## src/rtl/xme_pkg.sv

```systemverilog
package xme_pkg;
  localparam int unsigned NIN    = 4;
  localparam int unsigned NCH    = 26;
  localparam int unsigned WORD   = 32;
  localparam int unsigned HALF   = WORD / 2;
  localparam int unsigned NARROW = 20;
  localparam int unsigned PAIR0  = NIN;
  localparam int unsigned TRIP0  = PAIR0 + 6;
  localparam int unsigned COMP0  = TRIP0 + 4;
  localparam int unsigned COMPN  = 8;

  typedef logic [NIN-1:0][WORD-1:0] src_t;
  typedef logic [NCH-1:0][WORD-1:0] chans_t;

  function automatic logic is_narrow(int unsigned ch);
    return (ch < PAIR0) || ((ch >= COMP0) && (ch < COMP0 + COMPN));
  endfunction

  function automatic logic [WORD-1:0] chan_word(int unsigned ch, src_t v);
    logic [WORD-1:0] r;
    int unsigned k;
    r = '0;
    k = 0;
    if (ch < PAIR0) begin
      r = v[ch];
    end else if (ch < TRIP0) begin
      for (int unsigned a = 0; a < NIN; a++)
        for (int unsigned b = a + 1; b < NIN; b++) begin
          if (k == ch - PAIR0) r = v[a] ^ v[b];
          k++;
        end
    end else if (ch < COMP0) begin
      for (int unsigned o = NIN; o > 0; o--) begin
        if (k == ch - TRIP0) begin
          r = '0;
          for (int unsigned t = 0; t < NIN; t++)
            if (t != o - 1) r = r ^ v[t];
        end
        k++;
      end
    end else begin
      for (int unsigned a = 0; a < NIN; a++)
        for (int unsigned b = 0; b < NIN; b++)
          if (a != b) begin
            if (k == ch - COMP0) begin
              int unsigned c;
              c = 0;
              for (int unsigned t = NIN; t > 0; t--)
                if ((t - 1 != a) && (t - 1 != b)) c = t - 1;
              r = {v[a][WORD-1:HALF] ^ v[b][HALF-1:0], v[c][HALF-1:0]};
            end
            k++;
          end
    end
    return r;
  endfunction
endpackage

```

## src/rtl/xme_combine.sv

```systemverilog
module xme_combine
  import xme_pkg::*;
(
  input  src_t   src,
  output chans_t chans
);
  for (genvar c = 0; c < NCH; c++) begin : g_ch
    always_comb chans[c] = chan_word(c, src);
  end
endmodule

```

## src/rtl/xme_mask.sv

```systemverilog
module xme_mask
  import xme_pkg::*;
(
  input  chans_t raw,
  output chans_t trimmed
);
  localparam logic [WORD-1:0] KEEP_NARROW = {{(WORD-NARROW){1'b0}}, {NARROW{1'b1}}};
  localparam logic [WORD-1:0] KEEP_FULL   = '1;

  for (genvar c = 0; c < NCH; c++) begin : g_ch
    if (is_narrow(c)) begin : g_narrow
      assign trimmed[c] = raw[c] & KEEP_NARROW;
    end else begin : g_full
      assign trimmed[c] = raw[c] & KEEP_FULL;
    end
  end
endmodule

```

## src/rtl/xor_chan_expander.sv

```systemverilog
module xor_chan_expander
  import xme_pkg::*;
(
  input  logic                clk,
  input  logic                rst_n,
  input  logic                in_valid,
  output logic                in_ready,
  input  logic [WORD-1:0]     in_x,
  input  logic [WORD-1:0]     in_y,
  input  logic [WORD-1:0]     in_z,
  input  logic [WORD-1:0]     in_w,
  input  logic                cfg_we,
  input  logic [NCH-1:0]      cfg_en,
  input  logic                out_ready,
  output logic [NCH-1:0]      out_valid,
  output logic [NCH*WORD-1:0] out_data
);
  src_t           src;
  chans_t         raw, trimmed, dat_q;
  logic [NCH-1:0] en_q, vld_q;
  logic           full_q, take;

  assign src = {in_w, in_z, in_y, in_x};

  xme_combine u_combine (.src(src), .chans(raw));
  xme_mask    u_mask    (.raw(raw), .trimmed(trimmed));

  assign in_ready = !full_q || out_ready;
  assign take     = in_valid && in_ready;

  always_ff @(posedge clk) begin
    if (!rst_n) en_q <= '1;
    else if (cfg_we) en_q <= cfg_en;
  end

  always_ff @(posedge clk) begin
    if (!rst_n) begin
      full_q <= 1'b0;
      vld_q  <= '0;
      dat_q  <= '0;
    end else if (take) begin
      full_q <= 1'b1;
      vld_q  <= en_q;
      for (int c = 0; c < NCH; c++)
        dat_q[c] <= en_q[c] ? trimmed[c] : '0;
    end else if (out_ready) begin
      full_q <= 1'b0;
      vld_q  <= '0;
      dat_q  <= '0;
    end
  end

  assign out_valid = vld_q;
  assign out_data  = dat_q;

  for (genvar c = 0; c < NCH; c++) begin : g_chk
    AST_OFF_IS_ZERO: assert property (@(posedge clk) disable iff (!rst_n)
      !out_valid[c] |-> out_data[c*WORD +: WORD] == '0);
    if (is_narrow(c)) begin : g_nar
      AST_NARROW_TOP: assert property (@(posedge clk) disable iff (!rst_n)
        out_data[c*WORD+NARROW +: WORD-NARROW] == '0);
    end
  end

  AST_STALL_HOLD: assert property (@(posedge clk) disable iff (!rst_n)
    (full_q && !out_ready) |=> ($stable(out_data) && $stable(out_valid)));

  AST_ONE_CYCLE: assert property (@(posedge clk) disable iff (!rst_n)
    (in_valid && in_ready && (|en_q)) |=> (|out_valid));
endmodule

```

## config.mk

```make
export PLATFORM = sky130hd
export DESIGN_NAME = xor_chan_expander
export DESIGN_NICKNAME = d
export VERILOG_FILES = /design/src/rtl/xme_pkg.sv /design/src/rtl/xme_combine.sv /design/src/rtl/xme_mask.sv /design/src/rtl/xor_chan_expander.sv
export SDC_FILE = /design/constraint.sdc
export NUM_CORES = 2
export LEC_CHECK = 0
export ABC_AREA = 1
export BUFFER_PORTS_ARGS = -buffer_cell sky130_fd_sc_hd__buf_2
export CAP_MARGIN = 20
export CORE_AREA = 2 2 395 397
export DETAILED_ROUTE_END_ITERATION = 8
export DIE_AREA = 0 0 397 399
export PLACE_DENSITY_LB_ADDON = 0.08
export SYNTH_ARGS = -nofsm -noshare
export SYNTH_HDL_FRONTEND = slang
export SYNTH_SLANG_ARGS = --single-unit
```

## constraint.sdc

```tcl
create_clock -name clk -period 1.4 [get_ports clk]
set_input_delay 0.28 -clock clk [delete_from_list [all_inputs] [get_ports clk]]
set_output_delay 0.28 -clock clk [all_outputs]
set_load 0.01 [all_outputs]
```

After elaboration in Yosys (flattened, before gate mapping) --
Index checks and enable logic that the tools add are counted.
Storage, ports and cells: word-level logic and storage cells 87, register bits after elaboration 885, output and inout bits 859, input bits 159
Operators by class: reduce and logical (&&, ||, !) cells 4, mux-type cells 32, bitwise operators 22
Operators with widths (count):
- two-way mux 832 bit | 2
- two-way mux 32 bit | 14
- bitwise XOR 32 bit | 10
- two-way mux 20 bit | 12
- bitwise XOR 16 bit | 4
- two-way mux 26 bit | 2
- bitwise XOR 4 bit | 8
- two-way mux 1 bit | 2
- nonzero test 2 bit | 1
- logical AND 1 bit | 1
- zero test 1 bit | 1
- logical OR 1 bit | 1

Depth between registers and ports, before layout --
word-level depth 4, mapped depth 9, mapped depth without buffers 7

Cells and area by module --
From an unflattened synthesis, not the netlist that was laid out.
Second synthesis, totals: cells, all modules 8263, area total of the unflattened synthesis 55530.8 um^2
By module, submodules not included:
- xor_chan_expander | area each 38475.7 um^2, times used 1, cells an instance 5702, sequential area each 17717.0 um^2
- xme_combine | area each 10805.4 um^2, times used 1, cells an instance 1728, sequential area each 0.0 um^2
- xme_mask | area each 6249.7 um^2, times used 1, cells an instance 833, sequential area each 0.0 um^2

Least setup slack after synthesis --
No wires, ideal clock.
path kind input -> register, start input rst_n, end register dat_q (netlist bit out_data[264]), setup time 0.128 ns, required time 1.272 ns, buffers on the path 4, arrival 1.183 ns, stages on the path 6, slack 0.089 ns, path through buf_2 inv_2 buf_2 buf_2 buf_1 nor2_1
RTL lines:
- start: declaration | line xor_chan_expander.sv:5 | input logic rst_n,
- end signal: indexed assignment | line xor_chan_expander.sv:45 | dat_q[c] <= en_q[c] ? trimmed[c] : '0;
- end: declaration | line xor_chan_expander.sv:19 | chans_t raw, trimmed, dat_q;
No word-level cell between the ends.

Final worst setup path --
start register full_q, end register dat_q (netlist bit out_data[48])
On the way: cells in the longest elaborated chain, start to end 4, elaborated cells on any way between the ends 5, classes of those cells mux: 1; reduce/logical: 4
RTL lines:
- start: declaration | line xor_chan_expander.sv:21 | logic full_q, take;
- start signal: assignment | line xor_chan_expander.sv:38 | full_q <= 1'b0;
- start signal: assignment | line xor_chan_expander.sv:42 | full_q <= 1'b1;
- start signal: assignment | line xor_chan_expander.sv:47 | full_q <= 1'b0;
- zero test 1 bit (*) | line xor_chan_expander.sv:28 | assign in_ready = !full_q || out_ready;
- logical OR 1 bit (*) | line xor_chan_expander.sv:28
- logical AND 1 bit (*) | line xor_chan_expander.sv:29 | assign take = in_valid && in_ready;
- two-way mux 832 bit / nonzero test 2 bit (equally long branches)
Mark *: on every way between the ends. The rest lies on a longest branch, timed or not. A chain may end at the register's enable or synchronous reset.

==> reports/results.tsv <==
metric	value	unit
die_w	397	um
finalNonFillerCells	8061	
grt_overflow	0	
critical_path.max_stage_delay	0.32	ns
start_util	21.8	%
power.leakage	22.7	nW
period_needed	1.75	ns
antenna_left	0	
clkSinkCount	741	
num-nets-final	6092	
initialDrtViolationCount	2430	
place_ws	-0.504	ns
die-area	158000	um^2
worst-path-max-fanout	10	
ir_drop	0.891	mV
grt-busiest-layer	met2	
dpl.hpwl	151	mm
total_power	61.1	mW
r2r_slack	-0.35	ns
use_met2	41.0	%
cp_top_family	buffers and inverters	
numCtsBuffers	96	
via_count	35800	
relSlewSlack	64.3	%
rows	144	
status	finished with violations	
yosysUniqueCellTypes	20	
areaGrowthSynthToFinish	51.3	%
fin_crit_sh	125	%
syn_avg_cell_area	6.95	um^2
fin_skew	0.0498	ns
cp_data_required_time	2.04	ns
vias_per_cell	4.44	
ys_seq_area_share	44.3	%
worst_slack	-0.352	ns
hold_violations	0	
clkSlewWorstSetupHoldPaths	0.06	ns
route.detailed.drc	0	
drv_cap	0	
grt_pass1_vias	33100	
setup_viol	1428	
clock_latency	0.73	ns
violations	negative setup slack	
worst_slew_pin_slew	0.536	ns
portBuffers	873	
final_core_util	33.0	%
drive_gt1_share	28.8	%
synth.cell_area	33500	um^2
slew_viol_final	0	
gp_congestion	0.826	
grt_use_met3	6.26	%
dp_cells	7664	
drtPass1Iterations	7	
cts_buffer_depth	3	
cts_tree	done	
endpoint_kind	register	
drt-total-wl	210	mm
critPathBufInv	5	
antenna_found_initial	33	
start_kind	register	
power_density	1210	nW/um^2
synth_top_area_cell	dfxtp_1	
grtUsageMet1	30.6	%
io_pins	1018	
whs	0.0463	ns
synth.top_cell.area_share	44.3	%
htreeDepth	3	
core	154000	um^2
max_freq	571	MHz
synthTopCellsByArea	dfxtp_1 44%, nand2_1 13%, nor2_1 8.7%	
grtUsageTotal	24.4	%
ys_ff_latch	741	
grt_max_degree	97	
wire_per_inst	26.1	um
rsz0062_at_grt	yes	
syn_inst	4816	
root_buffer	clkbuf_16	
hold_path.class	in -> reg	
arrival	2.39	ns
yosys_warnings	0	
grt_pass1_wl	271	mm
die_y	399	um
cp_cell_sequence	nand2_2, nand2_2, buf_12, buf_16, buf_4, buf_12, nor2_4, clkbuf_16, nand2_1, a21oi_1	
cp_slowest_cell	dfxtp_2	
path_class	reg -> reg	
[layout by cell type (no fill, tap or decap), types with 38 or more instances in the layout]
master	n
conb_1	144
buf_4	126
a21oi_1	419
nand2_1	1127
buf_12	167
nand3_1	323
nand4_1	96
dlygate4sd3_1	103
clkbuf_16	141
xnor2_1	192
inv_1	341
dfxtp_1	714
buf_6	38
buf_2	849
nand2_4	42
nand3_2	45
a21oi_2	124
nor2_1	772
[state kept, by name (all words and copies together) (netlist names)]
name	flops
en_q	26
full_q	1
out_data	688
out_valid	26
[Yosys cell counts (all sizes together)]
cell       n
nor2     796
conb       1
nand3    390
nand4     96
buf      298
clkbuf   190
inv      345
dfxtp    741
nand2   1203
o21ai     20
a21oi    544
xnor2    192
[per-layer routing]
layer	share of wire (%)	vias up	wire, um
met5	0.032	-	67
met4	3.1	12	6470
met3	7.7	242	16100
met2	47	1236	98600
met1	42	17100	89000
li1	-	17100	-
[cell type report]
type | count | area, um^2
well taps | 2044 | 2560
repair buffers | 1363 | 12000
flip-flops and latches | 741 | 14900
clock inverters | 24 | 293
multi-input cells | 3386 | 16700
fillers | 16800 | 103000
inverters | 345 | 1320
diodes | 14 | 35.0
clock buffers | 144 | 2850
[where the power goes]
group | internal, mW | switching [mW] | total (mW) | leakage, nW
registers | 22.3 | 0.741 | 23.0 | 6.08
logic | 4.94 | 7.89 | 12.8 | 15.1
clock network | 14.6 | 10.7 | 25.3 | 1.55
total | 41.8 | 19.3 | 61.1 | 22.7
[cells by family (layout without fill, tap and decap cells)]
kind of cell    Yosys count  after routing  share of synthesized area, %
compound gates          564            564                          8.46
other cells               1            158                        0.0112
buf+inv                 833           1876                          11.7
xor+xnor                192            192                          5.02
flops                   741            741                          44.3
simple gates           2485           2486                          30.5
[tightest hold or removal path: cells and delay by family]
| kind | cells | cell delay (ns) |
|---|---|---|
| AOI/OAI and AO/OA | 1 | 0.05 |
| and+or+nand+nor | 2 | 0.19 |
| buffers and inverters | 1 | 0.20 |
[stage by stage]
step                instance area [um^2]  setup TNS [ns]
global placement                   42400         -203.74
finish                             50600         -212.63
CTS                                47500         -254.13
global route                       50600         -319.36
detailed placement                 42400         -205.63
floorplan                          34000               0
[what timing repair did]
item	CTS	global route
pin swaps	2	109
endpoints found under the setup margin	1427	1427
hold buffers	103	0
buffers inserted	19	38
gates cloned	8	50
endpoints found under the hold margin	178	0
resized for setup	110	367
[final timing paths]
| kind | cells past startpoint | from | to |
|---|---|---|---|
| worst min-delay path | 4 | in_z[14] | out_data[238] |
| worst max register to register | 10 | full_q | out_data[48] |
| worst min register to register | 2 | out_data[550] | out_data[550] |
| worst max-delay path | 10 | full_q | out_data[48] |
(Power assumes the default switching activity.)
